File: src/rtl/dmem_pkg.sv
package dmem_pkg;

    localparam int DATA_W = 32;

    typedef logic [DATA_W-1:0] word_t;

    typedef enum logic [1:0] {
        REQ_IDLE  = 2'd0,
        REQ_READ  = 2'd1,
        REQ_WRITE = 2'd2,
        REQ_BOTH  = 2'd3
    } req_e;

    typedef struct packed {
        logic rd_ok;
        logic wr_ok;
        logic err;
    } acc_t;

    function automatic req_e classify(input logic rd, input logic wr);
        case ({wr, rd})
            2'b01:   return REQ_READ;
            2'b10:   return REQ_WRITE;
            2'b11:   return REQ_BOTH;
            default: return REQ_IDLE;
        endcase
    endfunction

endpackage

File: src/rtl/dmem_decode.sv
module dmem_decode
    import dmem_pkg::*;
#(
    parameter int ADDR_W = 8,
    parameter int DEPTH  = 48,
    parameter int IDX_W  = 6
) (
    input  logic [ADDR_W-1:0] addr,
    input  logic              rd_en,
    input  logic              wr_en,
    output acc_t              ctl,
    output logic [IDX_W-1:0]  idx
);

    localparam logic [ADDR_W:0] LIMIT = (ADDR_W+1)'(DEPTH);

    req_e kind;
    logic in_range;

    always_comb begin
        kind     = classify(rd_en, wr_en);
        in_range = ({1'b0, addr} < LIMIT);
        idx      = addr[IDX_W-1:0];
        ctl      = '0;
        unique case (kind)
            REQ_READ: begin
                ctl.rd_ok = in_range;
                ctl.err   = !in_range;
            end
            REQ_WRITE: begin
                ctl.wr_ok = in_range;
                ctl.err   = !in_range;
            end
            REQ_BOTH:  ctl.err = 1'b1;
            default:   ctl = '0;
        endcase
    end

endmodule

File: src/rtl/dmem_array.sv
module dmem_array
    import dmem_pkg::*;
#(
    parameter int DEPTH = 48,
    parameter int IDX_W = 6
) (
    input  logic             clk,
    input  logic             rst,
    input  logic             we,
    input  logic [IDX_W-1:0] idx,
    input  word_t            wdata,
    output word_t            rword
);

    word_t mem_q [DEPTH];

    always_ff @(posedge clk) begin
        if (rst) begin
            for (int i = 0; i < DEPTH; i++) mem_q[i] <= '0;
        end else if (we) begin
            mem_q[idx] <= wdata;
        end
    end

    always_comb rword = mem_q[idx];

    // a committed write is found at its index one edge later
    a_r1_write_lands: assert property (@(posedge clk) disable iff (rst)
        we |=> mem_q[$past(idx)] == $past(wdata));

    // reset leaves the first and last words cleared
    a_r8_reset_clears: assert property (@(posedge clk)
        rst |=> (mem_q[0] == '0) && (mem_q[DEPTH-1] == '0));

endmodule

File: src/rtl/dmem_unit.sv
module dmem_unit
    import dmem_pkg::*;
#(
    parameter int ADDR_W = 8,
    parameter int DEPTH  = 48
) (
    input  logic                      clk,
    input  logic                      rst,
    input  logic [ADDR_W-1:0]         addr,
    input  logic [dmem_pkg::DATA_W-1:0] wr_data,
    input  logic                      rd_en,
    input  logic                      wr_en,
    output logic [dmem_pkg::DATA_W-1:0] rd_data,
    output logic                      err
);

    localparam int IDX_W = (DEPTH > 1) ? $clog2(DEPTH) : 1;

    acc_t             ctl;
    logic [IDX_W-1:0] idx;
    word_t            rword;

    dmem_decode #(
        .ADDR_W (ADDR_W),
        .DEPTH  (DEPTH),
        .IDX_W  (IDX_W)
    ) u_decode (
        .addr  (addr),
        .rd_en (rd_en),
        .wr_en (wr_en),
        .ctl   (ctl),
        .idx   (idx)
    );

    dmem_array #(
        .DEPTH (DEPTH),
        .IDX_W (IDX_W)
    ) u_array (
        .clk   (clk),
        .rst   (rst),
        .we    (ctl.wr_ok),
        .idx   (idx),
        .wdata (wr_data),
        .rword (rword)
    );

    always_comb begin
        rd_data = ctl.rd_ok ? rword : '0;
        err     = ctl.err;
    end

    // out-of-range request is flagged
    a_r3_range_flag: assert property (@(posedge clk) disable iff (rst)
        ((rd_en || wr_en) && (int'(addr) >= DEPTH)) |-> err);

    // a flagged request never reaches the store
    a_r4_no_store_on_error: assert property (@(posedge clk) disable iff (rst)
        err |-> !ctl.wr_ok);

    // read data is zero on any flagged request
    a_r5_zero_on_error: assert property (@(posedge clk) disable iff (rst)
        err |-> (rd_data == '0));

    // both enables together is illegal
    a_r6_dual_request: assert property (@(posedge clk) disable iff (rst)
        (rd_en && wr_en) |-> (err && !ctl.wr_ok));

    // idle cycle is quiet
    a_r7_idle_quiet: assert property (@(posedge clk) disable iff (rst)
        (!rd_en && !wr_en) |-> (!err && rd_data == '0));

endmodule

File: config.mk
export PLATFORM = sky130hd
export DESIGN_NAME = dmem_unit
export DESIGN_NICKNAME = d
export VERILOG_FILES = /design/src/rtl/dmem_pkg.sv /design/src/rtl/dmem_decode.sv /design/src/rtl/dmem_array.sv /design/src/rtl/dmem_unit.sv
export SDC_FILE = /design/constraint.sdc
export NUM_CORES = 2
export LEC_CHECK = 0
export ABC_AREA = 1
export BUFFER_PORTS_ARGS = -buffer_cell sky130_fd_sc_hd__buf_2
export CAP_MARGIN = 20
export CELL_PAD_IN_SITES_DETAIL_PLACEMENT = 0
export CELL_PAD_IN_SITES_GLOBAL_PLACEMENT = 1
export CORE_UTILIZATION = 45
export DETAILED_ROUTE_END_ITERATION = 8
export PLACE_DENSITY = 0.82
export RECOVER_POWER = 100
export REMOVE_ABC_BUFFERS = 1
export SLEW_MARGIN = 10
export SYNTH_ARGS = -nofsm -noshare
export SYNTH_HDL_FRONTEND = slang
export SYNTH_SLANG_ARGS = --single-unit
File: constraint.sdc
create_clock -name clk -period 2.85 [get_ports clk]
set_input_delay 0.1425 -clock clk [delete_from_list [all_inputs] [get_ports clk]]
set_output_delay 0.1425 -clock clk [all_outputs]
set_load 0.02 [all_outputs]
# Word level (Yosys, flattened, before mapping)
# Memory sizes are Yosys's and may differ from the RTL's.
# Index checks and enable logic that the tools add are counted.
# totals
regBits	0
latch_bits	0
mem_bits_rw	1536
romBits	0
inputBits	44
out_inout_bits	33
word_cells	24
n_memories	1
# memory_table
memory	depth	width	read_ports	rd_clocked_by_memory_dff	write_ports	line_no	rtl
u_array.mem_q	48	32	1	0	48	dmem_array.sv:15	word_t mem_q [DEPTH];
# op_classes
add_sub_neg	0
mul	0
div	0
n_lt_le_gt_ge	1
eq_ne	6
shifts	0
mux	13
bitwise	0
reduce_logical	3
# ops
cell	n
$mux W32	2
$reduce_or A32 Y1	1
$eq A2 B2 Y1 const B	4
$lt A8 B6 Y1 const B	1
$mux W1	8
$mux W6	1
$pmux W2 S3	1
$eq A2 B1 Y1 const B	2
$pmux W1 S2	1
$reduce_or A2 Y1	1
$logic_not A1 Y1	1

# Depth between registers and ports, before layout
# depth
ltp_word	9
ltp_mapped	13
mapped_depth_nobuf	8

# By module
# From an unflattened synthesis, not the netlist that was laid out.
# hier_totals
cells_unflattened	10438
area_unflattened_um2	93330.8
# modules_own_cells
module	instances	cells_each	area_per_inst_um2	seq_area_each_um2
dmem_array	1	10349	92906.6	61499.0
dmem_unit	1	67	274.0	0.0
dmem_decode	1	22	150.1	0.0

# Worst setup path after synthesis
# OpenSTA, ideal clock, no wires.
# synth_path
path_type	input -> register
from	input port addr[0]
to	memory u_array.mem_q[15][0] (netlist name), enable pin
setup_time_ps	389
t_arrival_ps	2186
required_ps	2461
setup_slack_ps	274
cell_stages	9
path_buffers	5
path_cell_list	buf_2 -> inv_2 -> buf_2 -> buf_4 -> buf_2 -> nor3_2 -> nand2_1 -> clkbuf_1 -> nand2_1
# synth_lines
element	line_no	rtl
start: declaration	dmem_unit.sv:9	input logic [ADDR_W-1:0] addr,
end: declaration	dmem_array.sv:15	

# Final worst setup path
# layout_path
from	memory u_array.mem_q[10][18] (netlist name)
to	output port rd_data[18] (netlist name)
# layout_between
elab_chain_cells	2
# layout_rtl
element	line_no	rtl
$mem_v2 Z48 W32	n/a	
$mux W32	dmem_unit.sv:48	rd_data = ctl.rd_ok ? rword : '0;
end: declaration	dmem_unit.sv:13	output logic [dmem_pkg::DATA_W-1:0] rd_data,
# Every way passes these cells.

==> impl_metrics.py <==
metrics = {
    "outcome": {
        "status": "complete, but fails checks",
        "failed_checks": "setup timing",
    },
    "worst_setup_path": {
        "critPathLaunchType": "flip-flop",
        "cp.required_ns": 2.71,
        "crit_path_end_kind": "output port",
        "critPathArrivalTime_ns": 2.71,
        "worstPathMaxFanout": 1,
        "criticalPathCategory": "flip-flop to output port",
    },
    "detailed_routing": {
        "routedWlPerCell_microns": 20.9,
        "vias": 70300,
        "drc_errors": 0,
        "drt_iter0_drc": 8221,
        "routed_via_density": 5.11,
        "firstDrtPassIters": 7,
        "routed_wl_microns": 288000,
        "antenna_left": 0,
    },
    "min_path": {
        "holdPathStages": 4,
        "whs_endpoint": "u_array.mem_q[17][30]",
        "min_from": "rst",
        "min_path_type": "primary input to flip-flop",
    },
    "die": {
        "die_w_microns": 460,
        "die_h_microns": 460,
        "fp-row-count": 167,
        "io_pins": 77,
        "core_sq_um": 208000,
        "initial_core_util": 0.454,
        "die_area_sq_um": 211000,
    },
    "finish": {
        "area_delta_synth_final_pct": 16.5,
        "largest_reg_flops": 2048,
        "final_nets": 10800,
        "final_area_sq_um": 110000,
        "largestRegisters": "u_array.mem_q: 2048 flops",
        "drive_gt1_frac": 0.112,
        "ff_latch_area_sq_um": 61500,
        "stdcell_count": 13800,
        "regMostFlops": "u_array.mem_q",
        "multi_input_area_sq_um": 26200,
        "fill_cells": 18800,
    },
    "global_route": {
        "grt_pass1_vias": 66400,
        "grt_start_max_net_pins": 74,
        "grt_antenna_before_repair": 17,
        "grt_overflow": 0,
        "grt.total_usage": 0.271,
        "grt_pass1_wl_microns": 421000,
    },
    "clocking": {
        "cts_root_buffer": "clkbuf_16",
        "cts_tree": "done",
        "cts_setup_buffers": 0,
        "numClockSinks": 2048,
        "clockBufferDepth": 3,
        "numCtsBuffers": 211,
        "clk_pin_slew_ns": 0.06,
        "h-tree-depth": 4,
    },
    "synthesis": {
        "synth_compound_area_frac": 0.0238,
        "synthCells": 10100,
        "synth_top_family_by_area": "simple AND/OR/NAND/NOR gates",
        "ys_ff_latch": 2048,
        "synth_xor_area_frac": 0,
        "synth_fa_ha_area_frac": 0.000531,
        "synth.area.mux_share": 0,
        "synthSimpleGateAreaFrac": 0.229,
        "seq_area_frac_synth": 0.652,
        "avgSynthCellArea_sq_um": 9.36,
        "syn_area_sq_um": 94300,
        "synth_cell_types": 22,
        "yosysWarnings": 0,
    },
    "placement": {
        "port_buffers": 76,
        "place_ws_ns": -0.566,
        "gp_congestion": 0.896,
        "hpwl_microns": 182000,
        "dpl.cell_count": 13300,
        "placed_area_sq_um": 104000,
    },
    "timing": {
        "finalCriticalPeriod_ns": 2.86,
        "fmax_ghz": 0.350,
        "hold_viol_final": 0,
        "setup_violations": 1,
        "post-route-period-util": 1.00,
        "maxSlewHeadroom": 0.216,
        "holdWs_ns": 0.185,
        "finalMaxSlewViolations": 0,
        "fin_ws_ns": -0.00610,
        "tightest_slew_ns": 1.18,
    },
    "power": {
        "p_per_area_nw_per_um2": 618,
        "leakagePower_nw": 49.9,
        "finalPower_mw": 67.8,
        "ir_worst_vdd_v": 0.000591,
    },
    "run": {
        "max_cap_violations": 0,
    },
}
## layout make-up
cell class              instances  share of cell area
flip-flops and latches       2048               0.560
clock buffers                 261              0.0506
multi-input cells            6210               0.239
well taps                    2788              0.0318
clock inverters               126             0.00955
repair buffers                681              0.0528
diodes                          4           0.0000912
inverters                    1642              0.0563
## where the power goes
group          total [mW]  internal (mW)  switching, mW
Sequential           35.3           34.9          0.435
Clock                26.8           15.0           11.8
Combinational        5.73           1.61           4.12
Total                67.8           51.5           16.4
## repair_timing
item	CTS	global route
endpoints found under the hold margin	547	0
endpoints found under the setup margin	28	29
resized for setup	118	80
hold buffers	32	0
pin swaps	7	16
## layout by cell type (no fill, tap or decap), types with 6 or more instances in the layout
cell type and count:
clkbuf_4 28, nor2_1 1776, buf_6 8, inv_1 1607
conb_1 512, dlygate4sd3_1 32, clkbuf_1 103, o211ai_1 64
a21oi_1 21, o21ai_2 26, clkbuf_16 215, nand3_1 867
o21ai_0 248, buf_2 38, nor2_4 11, buf_4 326
or2_2 223, nor2_2 16, bufinv_16 13, inv_2 32
nand2_2 23, nor3_2 6, o21ai_1 42, clkinv_1 69
clkbuf_2 101, a21oi_4 7, edfxtp_1 2048, clkinv_2 31
buf_12 90, nand2_1 2340
## cell usage after synthesis (all sizes together)
library cell | number | share of area
or2 | 224 | 0.015
o21ai | 320 | 0.017
nor3 | 10 | 0.00074
ha | 4 | 0.00053
nor4 | 5 | 0.0011
o211ai | 64 | 0.0051
inv | 1641 | 0.065
a21oi | 33 | 0.0018
conb | 1 | 0.000040
nand2 | 2367 | 0.094
nor2 | 1803 | 0.072
nand3 | 868 | 0.046
clkinv | 1 | 0.000040
clkbuf | 537 | 0.021
edfxtp | 2048 | 0.65
buf | 147 | 0.0073
## cell families after synthesis
group	Yosys count
AND/OR/NAND/NOR	5277
buffers and inverters	2326
flip-flops	2048
AO/OA/AOI/OAI	417
adder cells (fa/ha/maj)	4
other	1
## worst max-delay path, cell delays in order (launching register included)
cell	delay, ns
edfxtp_1	0.35
or2_2	0.27
nand3_1	0.09
nand2_1	0.10
o21ai_4	0.38
nand2_2	0.12
nor2_4	0.18
a21oi_4	0.15
clkbuf_2	0.19
## per-layer routing
metal / global-route usage / share of wire
met2: 0.443 / 0.47
met5: 0 / 0.00025
met4: 0.122 / 0.050
met1: 0.355 / 0.39
met3: 0.0437 / 0.094
## stage by stage
stage / setup TNS [ns] / utilization
2_1_floorplan: - / -
3_3_place_gp: -2.94 / 0.500
3_5_place_dp: -2.01 / 0.500
4_1_cts: -0.101 / 0.534
5_1_grt: -0.0141 / 0.528
6_report: -0.00610 / 0.528
## how the worst max path moves through the flow
stage / startpoint / endpoint / slack, ns / cells after the start
6_report: u_array.mem_q[10][18] / rd_data[18] / -0.006 / 8
5_1_grt: u_array.mem_q[4][13] / rd_data[13] / -0.009 / 11
4_1_cts: u_array.mem_q[10][18] / rd_data[18] / -0.10 / 8
3_5_place_dp: addr[0] / rd_data[18] / -0.57 / 13
3_3_place_gp: addr[0] / rd_data[18] / -0.99 / 13
2_1_floorplan: addr[2] / u_array.mem_q[32][0] / -9.89 / 3
(Power assumes the default switching activity.)
